### src/rtl/cfgspi_pkg.sv
package cfgspi_pkg;
   typedef enum logic [1:0] {
      ST_OPC   = 2'd0,
      ST_READ  = 2'd1,
      ST_WDATA = 2'd2,
      ST_SKIP  = 2'd3
   } dec_state_t;
endpackage

### src/rtl/cfgspi_pin_sync.sv
module cfgspi_pin_sync #(
   parameter int STAGES = 2
) (
   input  logic clk,
   input  logic rst_n,
   input  logic sck_i,
   input  logic cs_n_i,
   input  logic si_i,
   output logic sck_rise,
   output logic sck_fall,
   output logic cs_hi,
   output logic cs_rise,
   output logic si_s
);
   logic sck_s, cs_s;
   logic sck_d, cs_d;

   generate
      if (STAGES == 0) begin : g_direct
         assign sck_s = sck_i;
         assign cs_s  = cs_n_i;
         assign si_s  = si_i;
      end else begin : g_chain
         logic [2:0] pipe [STAGES];
         always_ff @(posedge clk or negedge rst_n) begin
            if (!rst_n) begin
               for (int i = 0; i < STAGES; i++) pipe[i] <= 3'b010;
            end else begin
               for (int i = STAGES - 1; i > 0; i--) pipe[i] <= pipe[i-1];
               pipe[0] <= {sck_i, cs_n_i, si_i};
            end
         end
         assign sck_s = pipe[STAGES-1][2];
         assign cs_s  = pipe[STAGES-1][1];
         assign si_s  = pipe[STAGES-1][0];
      end
   endgenerate

   always_ff @(posedge clk or negedge rst_n) begin
      if (!rst_n) begin
         sck_d <= 1'b0;
         cs_d  <= 1'b1;
      end else begin
         sck_d <= sck_s;
         cs_d  <= cs_s;
      end
   end

   assign sck_rise = sck_s & ~sck_d;
   assign sck_fall = ~sck_s & sck_d;
   assign cs_hi    = cs_s;
   assign cs_rise  = cs_s & ~cs_d;
endmodule

### src/rtl/cfgspi_cmd_dec.sv
module cfgspi_cmd_dec
   import cfgspi_pkg::*;
#(
   parameter int          CMD_W  = 8,
   parameter int          DATA_W = 8,
   parameter logic [7:0]  RD_OP  = 8'h3F,
   parameter logic [7:0]  WR_OP  = 8'h3E
) (
   input  logic clk,
   input  logic rst_n,
   input  logic cs_hi,
   input  logic cs_rise,
   input  logic sck_rise,
   input  logic si,
   input  logic busy_i,
   output logic rd_act,
   output logic commit,
   output logic wr_bit
);
   localparam int CNT_W = $clog2(((CMD_W > DATA_W) ? CMD_W : DATA_W) + 2);
   localparam logic [CNT_W-1:0] OPC_LAST  = CNT_W'(CMD_W - 1);
   localparam logic [CNT_W-1:0] DATA_FULL = CNT_W'(DATA_W);
   localparam logic [CNT_W-1:0] DATA_OVER = CNT_W'(DATA_W + 1);

   dec_state_t        state_q;
   logic [CNT_W-1:0]  cnt_q;
   logic [CMD_W-1:0]  opc_q;
   logic [DATA_W-1:0] dat_q;
   logic [CMD_W-1:0]  opc_full;

   assign opc_full = {opc_q[CMD_W-2:0], si};

   always_ff @(posedge clk or negedge rst_n) begin
      if (!rst_n) begin
         state_q <= ST_OPC;
         cnt_q   <= '0;
         opc_q   <= '0;
         dat_q   <= '0;
      end else if (cs_hi) begin
         state_q <= ST_OPC;
         cnt_q   <= '0;
      end else if (sck_rise) begin
         case (state_q)
            ST_OPC: begin
               opc_q <= opc_full;
               if (cnt_q == OPC_LAST) begin
                  cnt_q <= '0;
                  if (opc_full == CMD_W'(RD_OP))
                     state_q <= busy_i ? ST_SKIP : ST_READ;
                  else if (opc_full == CMD_W'(WR_OP))
                     state_q <= ST_WDATA;
                  else
                     state_q <= ST_SKIP;
               end else begin
                  cnt_q <= cnt_q + 1'b1;
               end
            end
            ST_WDATA: begin
               dat_q <= {dat_q[DATA_W-2:0], si};
               if (cnt_q != DATA_OVER) cnt_q <= cnt_q + 1'b1;
            end
            default: ;
         endcase
      end
   end

   assign rd_act = (state_q == ST_READ) & ~cs_hi;
   assign commit = cs_rise & (state_q == ST_WDATA) & (cnt_q == DATA_FULL);
   assign wr_bit = dat_q[DATA_W-1];

   // a busy read at the last command bit never enters the read state
   p_busy_refuse_r5: assert property (@(posedge clk) disable iff (!rst_n)
      (sck_rise && !cs_hi && state_q == ST_OPC && cnt_q == OPC_LAST &&
       opc_full == CMD_W'(RD_OP) && busy_i) |=> state_q != ST_READ);

   // a refused or unknown command stays skipped while selected
   p_skip_holds_r9: assert property (@(posedge clk) disable iff (!rst_n)
      (state_q == ST_SKIP && !cs_hi) |=> state_q == ST_SKIP || $past(cs_hi) || cs_hi);

   // selection released always returns decode to the command phase
   p_restart_r10: assert property (@(posedge clk) disable iff (!rst_n)
      cs_hi |=> (state_q == ST_OPC && cnt_q == '0));
endmodule

### src/rtl/cfgspi_so_shift.sv
module cfgspi_so_shift #(
   parameter int DATA_W = 8
) (
   input  logic              clk,
   input  logic              rst_n,
   input  logic              rd_act,
   input  logic              sck_fall,
   input  logic [DATA_W-1:0] cfg_byte,
   output logic              so_q,
   output logic              oe_q
);
   localparam int IDX_W = $clog2(DATA_W);
   localparam logic [IDX_W-1:0] IDX_TOP = IDX_W'(DATA_W - 1);

   logic [IDX_W-1:0] idx_q;

   always_ff @(posedge clk or negedge rst_n) begin
      if (!rst_n) begin
         so_q  <= 1'b0;
         oe_q  <= 1'b0;
         idx_q <= IDX_TOP;
      end else if (!rd_act) begin
         so_q  <= 1'b0;
         oe_q  <= 1'b0;
         idx_q <= IDX_TOP;
      end else if (sck_fall) begin
         so_q  <= cfg_byte[idx_q];
         oe_q  <= 1'b1;
         idx_q <= (idx_q == '0) ? IDX_TOP : idx_q - 1'b1;
      end
   end

   // output is enabled only on a falling edge of an active read
   p_oe_start_r2: assert property (@(posedge clk) disable iff (!rst_n)
      $rose(oe_q) |-> $past(rd_act && sck_fall));

   // the bit index wraps so the byte repeats while the read lasts
   p_wrap_r3: assert property (@(posedge clk) disable iff (!rst_n)
      (rd_act && sck_fall && idx_q == '0) |=> (idx_q == IDX_TOP || !$past(rd_act)));
endmodule

### src/rtl/cfgspi_resp.sv
module cfgspi_resp #(
   parameter int         SYNC_STAGES = 2,
   parameter int         CMD_W       = 8,
   parameter int         DATA_W      = 8,
   parameter logic [7:0] RD_OP       = 8'h3F,
   parameter logic [7:0] WR_OP       = 8'h3E
) (
   input  logic clk,
   input  logic rst_n,
   input  logic sck_i,
   input  logic cs_n_i,
   input  logic si_i,
   input  logic busy_i,
   input  logic cfg_load_i,
   input  logic cfg_qe_init_i,
   output logic so_o,
   output logic so_oe_o,
   output logic qe_o
);
   generate
      if (SYNC_STAGES > 4) begin : g_bad_sync
         $error("SYNC_STAGES must be 0 to 4");
      end
      if (CMD_W < 2 || CMD_W > 8 || DATA_W < 2) begin : g_bad_width
         $error("CMD_W must be 2 to 8 and DATA_W at least 2");
      end
      if (RD_OP == WR_OP) begin : g_bad_ops
         $error("read and write command codes must differ");
      end
   endgenerate

   logic sck_rise, sck_fall, cs_hi, cs_rise, si_s;
   logic rd_act, commit, wr_bit;
   logic so_q, oe_q;
   logic qe_q;
   logic [DATA_W-1:0] cfg_byte;

   cfgspi_pin_sync #(.STAGES(SYNC_STAGES)) u_sync (
      .clk      (clk),
      .rst_n    (rst_n),
      .sck_i    (sck_i),
      .cs_n_i   (cs_n_i),
      .si_i     (si_i),
      .sck_rise (sck_rise),
      .sck_fall (sck_fall),
      .cs_hi    (cs_hi),
      .cs_rise  (cs_rise),
      .si_s     (si_s)
   );

   cfgspi_cmd_dec #(
      .CMD_W (CMD_W), .DATA_W (DATA_W), .RD_OP (RD_OP), .WR_OP (WR_OP)
   ) u_dec (
      .clk      (clk),
      .rst_n    (rst_n),
      .cs_hi    (cs_hi),
      .cs_rise  (cs_rise),
      .sck_rise (sck_rise),
      .si       (si_s),
      .busy_i   (busy_i),
      .rd_act   (rd_act),
      .commit   (commit),
      .wr_bit   (wr_bit)
   );

   // Persistent flag: no reset term by intent
   always_ff @(posedge clk) begin
      if (cfg_load_i)  qe_q <= cfg_qe_init_i;
      else if (commit) qe_q <= wr_bit;
   end

   assign cfg_byte = {qe_q, {(DATA_W-1){1'b0}}};

   cfgspi_so_shift #(.DATA_W(DATA_W)) u_shift (
      .clk      (clk),
      .rst_n    (rst_n),
      .rd_act   (rd_act),
      .sck_fall (sck_fall),
      .cfg_byte (cfg_byte),
      .so_q     (so_q),
      .oe_q     (oe_q)
   );

   assign so_oe_o = oe_q & ~cs_n_i;
   assign so_o    = so_oe_o & so_q;
   assign qe_o    = qe_q;

   // the flag moves only by load or a committed write
   p_qe_cause_r8: assert property (@(posedge clk) disable iff (!rst_n)
      !$stable(qe_q) |-> $past(cfg_load_i || commit));

   // synchronized deselect clears the registered enable next cycle
   p_deselect_r4: assert property (@(posedge clk) disable iff (!rst_n)
      cs_hi |=> !oe_q);

   // enabled output always belongs to an active read
   p_oe_in_read_r2: assert property (@(posedge clk) disable iff (!rst_n)
      !rd_act |=> !oe_q);
endmodule

### config.mk
export PLATFORM = sky130hd
export DESIGN_NAME = cfgspi_resp
export DESIGN_NICKNAME = d
export VERILOG_FILES = /design/src/rtl/cfgspi_pkg.sv /design/src/rtl/cfgspi_pin_sync.sv /design/src/rtl/cfgspi_cmd_dec.sv /design/src/rtl/cfgspi_so_shift.sv /design/src/rtl/cfgspi_resp.sv
export SDC_FILE = /design/constraint.sdc
export NUM_CORES = 1
export LEC_CHECK = 0
export BUFFER_PORTS_ARGS = -buffer_cell sky130_fd_sc_hd__clkbuf_2
export CORE_ASPECT_RATIO = 0.5
export CORE_MARGIN = 4
export CORE_UTILIZATION = 35
export CTS_CLUSTER_SIZE = 28
export DETAILED_ROUTE_END_ITERATION = 12
export SLEW_MARGIN = 20
export SYNTH_ARGS = -nofsm -noshare
export SYNTH_HDL_FRONTEND = slang
export SYNTH_SLANG_ARGS = --single-unit
### constraint.sdc
create_clock -name clk -period 1.5 [get_ports clk]
set_input_delay 0.075 -clock clk [delete_from_list [all_inputs] [get_ports clk]]
set_output_delay 0.075 -clock clk [all_outputs]
set_load 0.005 [all_outputs]
After elaboration in Yosys (flattened, before gate mapping)
Cells that the tools add are included.

Bits in registers: 35. Output and inout bits: 3.

Reduce and logical (&&, ||, !) cells: 11. Multiplexer cells: 23. Order comparisons: 1. $add $sub $neg: 2. Equal/unequal tests: 9. Bitwise logic cells: 13.

Operators with widths (number): $eq 8x6->1 const B (2); $mux 4 (4); $mux 2 (6); $reduce_and 3->1 (4); $mux 3 (3); $and 1x1->1 (8); $mux 1 (8); $pmux 4 s2 (1); $reduce_bool 2->1 (4); $not 1->1 (5); $add 4x1->4 const B (1); $eq 4x3->1 const B (1); $eq 4x4->1 const B (1); $lt 3x4->1 const B (1); $ne 4x4->1 const B (1); $bmux 1 s3 (1); $logic_not 3->1 (1); $ne 3x2->1 const B (1); $reduce_bool 3->1 (1); $sub 3x1->3 const B (1); $eq 2x1->1 const B (1); $eq 2x2->1 const B (1); $logic_not 2->1 (1); $ne 2x2->1 const B (1).

Logic depth before layout (Yosys ltp)
Gate-level depths: netlist of the first run.

Depth in word-level cells: 7. Mapped depth: 5. Gate-level depth less buffers: 5.

By module
Synthesis of the first run repeated with hierarchy kept, for this count alone.

Cells, all modules: 124. Area, all modules: 1606.5 µm².

Modules (own cells, without submodules): cfgspi_cmd_dec (cells each 77, sequential area each 525.5 µm², instances 1, area an instance 992.2 µm²); cfgspi_so_shift (cells each 30, sequential area each 128.9 µm², instances 1, area an instance 319.1 µm²); cfgspi_pin_sync (cells each 11, sequential area each 203.9 µm², instances 1, area an instance 225.2 µm²); cfgspi_resp (cells each 6, sequential area each 30.0 µm², instances 1, area an instance 70.1 µm²).

Worst setup path after synthesis of the first run
OpenSTA, ideal clock, no wires.

Kind: reg2reg. From: reg u_sync.g_chain.pipe, in the netlist u_sync.cs_hi. To: reg u_dec.opc_q[5]. Required time: 1.372 ns. Period minus slack after synthesis: 1.542 ns. Cell stages (with the launch flop): 5. Setup time: 0.128 ns. Data arrival time: 1.414 ns. Buffers on the path: 2. Path slack: -0.042 ns. Cells stage by stage: dfstp_2 buf_2 or4_1 buf_2 mux2_1.

Longest elaborated chain between the ends: 2.

RTL lines: start, declared (line cfgspi_pin_sync.sv:24) `logic [2:0] pipe [STAGES];`; $not 1->1 (no source line); $reduce_and 3->1 (no source line); end signal, assigned (line cfgspi_cmd_dec.sv:45) `opc_q <= opc_full;`; end, declared (line cfgspi_cmd_dec.sv:27) `logic [CMD_W-1:0] opc_q;`.

No other way between the ends. A chain may end at the register's enable or synchronous reset.

Worst setup path after layout of the first run
From: reg u_sync.sck_d. To: reg u_dec.dat_q[3].

Longest elaborated chain between the ends: 3.

RTL lines: start, declared (line cfgspi_pin_sync.sv:16) `logic sck_d, cs_d;`; start signal, assigned (line cfgspi_pin_sync.sv:44) `sck_d <= sck_s;`; $not 1->1 (line cfgspi_pin_sync.sv:49) `assign sck_rise = sck_s & ~sck_d;`; $and 1x1->1 (line cfgspi_pin_sync.sv:49); $reduce_and 3->1 (no source line); end signal, assigned (line cfgspi_cmd_dec.sv:59) `dat_q <= {dat_q[DATA_W-2:0], si};`; end, declared (line cfgspi_cmd_dec.sv:28) `logic [DATA_W-1:0] dat_q;`.

No other way between the ends.

==> results of run 1 <==
registers in the layout (all words and copies together) (netlist names):
| signal | flops |
|---|---|
| u_dec.dat_q | 8 |
| u_dec.opc_q | 7 |
| u_dec.cnt_q | 4 |
| u_sync.g_chain.pipe | 4 |
| u_shift.idx_q | 3 |
| u_dec.state_q | 2 |
| qe_o | 1 |
| u_shift.oe_q | 1 |
| u_shift.so_q | 1 |
| u_sync.cs_d | 1 |
| u_sync.cs_hi | 1 |
| u_sync.sck_d | 1 |
| u_sync.si_s | 1 |
where the power goes:
part / switching, uW / internal, uW / total [uW] / leakage [uW]
sequential: 67.9 / 1050 / 1120 / 0.000439
clock: 317 / 325 / 643 / 0.0000422
combinational: 79.8 / 139 / 218 / 0.000422
total: 465 / 1510 / 1980 / 0.000903
cells in the mapped netlist, types with 2 or more instances:
cell	count	area, um^2
dfrtp_1	28	701
nand3b_1	2	15.0
dfstp_2	6	158
mux2_2	6	67.6
a21oi_1	5	25.0
nand4b_1	2	17.5
nor2_1	2	7.51
nand2b_1	3	18.8
nand2_1	2	7.51
mux2_1	2	22.5
ha_1	5	62.6
o2111ai_1	2	17.5
mux2_4	8	120
buf_2	2	10.0
o21ai_0	5	25.0
nor3_1	4	20.0
or4_1	2	15.0
nor2b_1	4	25.0
and3_1	2	12.5
inv_1	6	22.5
through the flow:
stage                     hold slack [ps]  std cells  utilization (%)  total power [uW]
after floorplan                      -221        117                -              1250
after CTS                            85.5        201             46.0              2010
final                                99.5        201             46.5              1980
after detailed placement             32.6        189             42.9              1330
after global routing                  103        201             46.5              2070
after global placement               27.7        189             42.9              1330
worst max-delay path, stage by stage (launching register included):
cell      delay [ps]
dfrtp_1          410
nand2b_4         150
or4_4            520
mux2_4           340
cell type report:
type                       instances  area [um^2]
inverter                           7         26.3
tap                               54         67.6
multi-input combinational         72          648
timing repair buffer              25          185
clock buffer                       7         76.3
fill                             385         2190
sequential                        35          890
clock inverter                     1         5.00
timing repair:
| action | 4_1_cts | 5_1_grt |
|---|---|---|
| pin swaps | 0 | 1 |
| setup endpoints to repair | 11 | 19 |
| hold buffers | 4 | 0 |
| resized for setup | 1 | 8 |
| setup buffers | 0 | 0 |
| endpoints found under the hold margin | 17 | 0 |
logic make-up after synthesis:
group	share of synthesized area, %
flops	57.4
simple gates	13.7
compound gates	7.52
mux	14.2
buf+inv	3.07
fa+ha+maj	4.05
how the worst max path moves through the flow:
stage,start,end,slack [ps],depth (start not counted)
floorplan,u_dec.state_q[1],u_dec.dat_q[0],-10,4
global placement,u_sync.sck_d,u_dec.dat_q[6],-5,3
detailed placement,u_sync.sck_d,u_dec.dat_q[3],-20,3
CTS,u_sync.sck_d,u_dec.dat_q[3],-40,3
global route,u_sync.sck_d,u_dec.state_q[1],-70,3
finish,u_sync.sck_d,u_dec.dat_q[3],-30,3
per-layer routing:
layer | share of wire, % | vias up
met5 | 0 | -
met1 | 52 | 486
li1 | - | 480
met2 | 43 | 17
met3 | 3.7 | 4
met4 | 1.3 | 0
==> impl_results.md, run 1 <==
* Run status: finished, violations left
* Failing checks: setup timing
* Fin. max-slew vios at 0
* Sequential area share after synthesis at 57.4%
* #FFs+latches synth at 35
* Met1 usage at 15.9%
* Synth cell types at 39
* Pwr/cell area at 1040 nW/um^2
* CTS Buf Count at 5
* Layer with the highest usage: met2
* Total track usage at 11.8%
* Num rows at 16
* Required @ worst endpoint at 1670 ps
* TritonRoute pass-1 iters at 4
* Vias at 987
* R2R depth at 3
* Post-synth ARST share at 97.1%
* Vias per cell at 4.91
* Avg WL per Cell at 13.9 um
* Grt ovf at 0
* Root Driver: clkbuf_8
* Hold Crit Class: primary input to flip-flop
* Min setup slack post-route at -33.2 ps
* Vias in the first global route at 1031
* Share of cells above drive strength 1 at 41.5%
* H-tree levels at 2
* Commonest non-fill, non-tap cell in the layout: dfrtp_1
* Met2 Track Usage GR at 17.4%
* WHS Endpoint: qe_o
* Finished Cell Area at 1900 um^2
* Clock-pin slew on the worst setup and hold paths at 70 ps
* Startpoint types: flip-flop
* DR DRC count at 0
* VDD IR max at 387 uV
* Hold Crit Start: cfg_qe_init_i
* Post-route ant nets at 0
* P&R area growth vs syn at 22.7%
* Final setup fails at 11
* Die height at 55.0 um
* CTS tree: yes
* Ys flop type: dfrtp_1
* Pre-CTS setup slack at -24.2 ps
* Commonest non-fill, non-tap cells in the layout: dfrtp_1, mux2_4, clkbuf_2, buf_4
* Die area at 5610 um^2
* Tcrit/Tclk final at 102%
* Routed wire length at 2780 um
* Dpl hpwl at 1990 um
* Initial Util at 37.9%
* Crit. End Element: flip-flop
* Met3 GRT Util at 3.75%
* Final GP Congestion at 0.892
* Antenna diodes at 0
* CTS Sinks at 35
* Synth warn at 0
* Crit path DAT at 1700 ps
* CTS max path bufs at 2
* Rel. slew slack at 70.2%
* Placed cell areas at 1750 um^2
* Critical path class: flip-flop to flip-flop
* Nets@finish at 159
* Largest fanout on the critical path at 8
* Worst flop-to-flop path endpoint: u_dec.dat_q[3]
* FF-to-FF Start: u_sync.sck_d
* Min Tclk post-route at 1530 ps
* Core box area at 4080 um^2
* Static leakage at 0.000903 uW
* Die Wd at 102 um
* Initial antenna violation count at 0
* RSZ-0062 raised after global routing: true
* Largest net degree at the start of global routing at 20
* Post-synth EDFFs at 1
* First-pass GRT wire length at 4910 um
* Peak Freq at 0.652 GHz
* Mapped Area at 1550 um^2
* Reg-to-reg setup timing slack at -30 ps
* IO Pins at 11
* Fin. Hold Viols at 0
* Synthesized area per cell at 13.2 um^2
* PortBufs at 10
* Syn Nets at 130
* Clock Latency Late Sink at 290 ps
* Max Cap Viol at 0
* Fin Setup TNS at -272 ps
* Synth Instances at 117
* DR iter-0 viols at 16
* Slew at the pin closest to its max-slew limit at 447 ps
* Skew final at 7.69 ps
* Hold depth at 2
Power figures use the tool's default switching activity.
==> run 2: changes to the inputs <==
==> constraint.sdc (replaced) <==
create_clock -name clk -period 1.7 [get_ports clk]
set_input_delay 0.085 -clock clk [delete_from_list [all_inputs] [get_ports clk]]
set_output_delay 0.085 -clock clk [all_outputs]
set_load 0.005 [all_outputs]
==> impl_results.md, run 2 (synthesized netlist as in run 1, its figures left out) <==
* Run status: completed
* Skew final at 3.38 ps
* Seq pwr share at 57.7%
* Vias at 975
* Power, Total at 1710 uW
* Static leakage at 0.000853 uW
* Number of flip-flops in the largest register at 8
* Commonest non-fill, non-tap cells in the layout: dfrtp_1, clkbuf_2, mux2_4
* Fin. max-slew vios at 0
* Dpl hpwl at 1910 um
* M1 wire length at 1440 um
* CTS tree: yes
* Commonest non-fill, non-tap cell in the layout: dfrtp_1
* Avg WL per Cell at 14.2 um
* Met2 WL at 1190 um
* Initial Util at 37.9%
* RSZ-0062 raised after global routing: false
* First-pass GRT wire length at 4860 um
* Hold Crit Class: primary input to flip-flop
* DR iter-0 viols at 48
* Largest net degree at the start of global routing at 24
* Num rows at 16
* Setup repair bufs after CTS at 0
* Fin. Hold Viols at 0
* Rel. slew slack at 62.4%
* Sw frac at 23.3%
* Vias in the first global route at 1022
* Post-route ant nets at 0
* CTS Sinks at 35
* Core box area at 4080 um^2
* FF-to-FF Start: u_dec.state_q[0]
* Largest registers: u_dec.dat_q (8), u_dec.opc_q (7)
* Comb pwr share at 9.3%
* IO Pins at 11
* Max layer used: met4
* Die Wd at 102 um
* Initial antenna violation count at 0
* Die area at 5610 um^2
* Metal3 WL at 98 um
* Share of cells above drive strength 1 at 31.9%
* Biggest register: u_dec.dat_q
* Clock share of power at 33.0%
* Required @ worst endpoint at 1910 ps
* WHS at 108 ps
* Critical path class: flip-flop to flip-flop
* Grt ovf at 0
* TritonRoute pass-1 iters at 4
* Hold Crit Start: cfg_qe_init_i
* Antenna diodes at 0
* Max Cap Viol at 0
* Vias per cell at 5.00
* Slew at the pin closest to its max-slew limit at 565 ps
* DR DRC count at 0
* Pwr/cell area at 948 nW/um^2
* Final setup fails at 0
* Crit. End Element: flip-flop
* Clock Latency Late Sink at 280 ps
* Largest fanout on the critical path at 6
* H-tree levels at 2
* PortBufs at 10
* Crit path DAT at 1800 ps
* Psw at 399 uW
* Total track usage at 11.7%
* Clock-pin slew on the worst setup and hold paths at 70 ps
* Tcrit/Tclk final at 93.6%
* Die height at 55.0 um
* Final GP Congestion at 0.720
* VDD IR max at 326 uV
* Startpoint types: flip-flop
* Routed wire length at 2770 um
* CTS Buf Count at 5
* P&R area growth vs syn at 16.7%
* Finished Cell Area at 1800 um^2
* Crit. Startpoint: u_dec.state_q[0]
* Min Tclk post-route at 1590 ps
* Internal power at 1310 uW
* Fin Setup TNS at 0 ps
* Placed cell areas at 1680 um^2
* Nets@finish at 153
* CTS max path bufs at 2
* Peak Freq at 0.628 GHz
* Root Driver: clkbuf_8
## run 2: cell types whose count changed in the layout (fill, tap and decap cells not counted), sizes merged
cell    previous run  this run
buf               11         5
clkinv             1         0
clkbuf            17        18
## run 2: worst max-delay path, stage by stage, from the launching register on
cell	delay (ps)
dfrtp_1	430
or3b_2	530
or4_1	410
a21oi_1	150
## run 2: metal layers
metal	vias to the layer above	track usage (%)
li1	467	-
met1	489	14.9
met2	11	18.8
met3	8	4.01
met4	0	4.58
met5	-	0
## run 2: power groups by stage
stage / clock, uW / sequential [uW] / combinational, uW
CTS: 584 / 986 / 161
global placement: 0 / 996 / 147
finish: 565 / 987 / 158
detailed placement: 0 / 998 / 152
floorplan: 0 / 979 / 105
global route: 621 / 997 / 180
## run 2: final cells by class
| class | count | area [um^2] |
|---|---|---|
| flip-flops and latches | 35 | 888 |
| inverters | 7 | 26.3 |
| multi-input cells | 72 | 614 |
| well taps | 54 | 67.6 |
| clock buffers | 8 | 80.1 |
| fillers | 390 | 2280 |
| repair buffers | 19 | 128 |
## run 2: worst paths after layout
path,slack (ps),endpoint,cells after the start
max,110,u_dec.cnt_q[2],3
min,110,qe_o,2
max reg2reg,110,u_dec.cnt_q[2],3
min reg2reg,350,u_sync.si_s,0
max in group asynchronous,780,u_sync.cs_d,3
min in group asynchronous,320,u_dec.opc_q[2],2
## run 2: per-stage QoR
step / cells / worst slack, ps / util (%)
floorplan: 117 / 158 / -
global placement: 183 / 67.4 / 41.1
detailed placement: 183 / 37.5 / 41.1
CTS: 195 / 30.6 / 44.1
global route: 195 / 21.8 / 44.2
finish: 195 / 109 / 44.2
## run 2: repair_timing
| action | in CTS | in global routing |
|---|---|---|
| gates resized for setup | 0 | 1 |
| setup endpoints to repair | 0 | 8 |
| hold endpoints to repair | 20 | 0 |
| hold buffers | 4 | 0 |
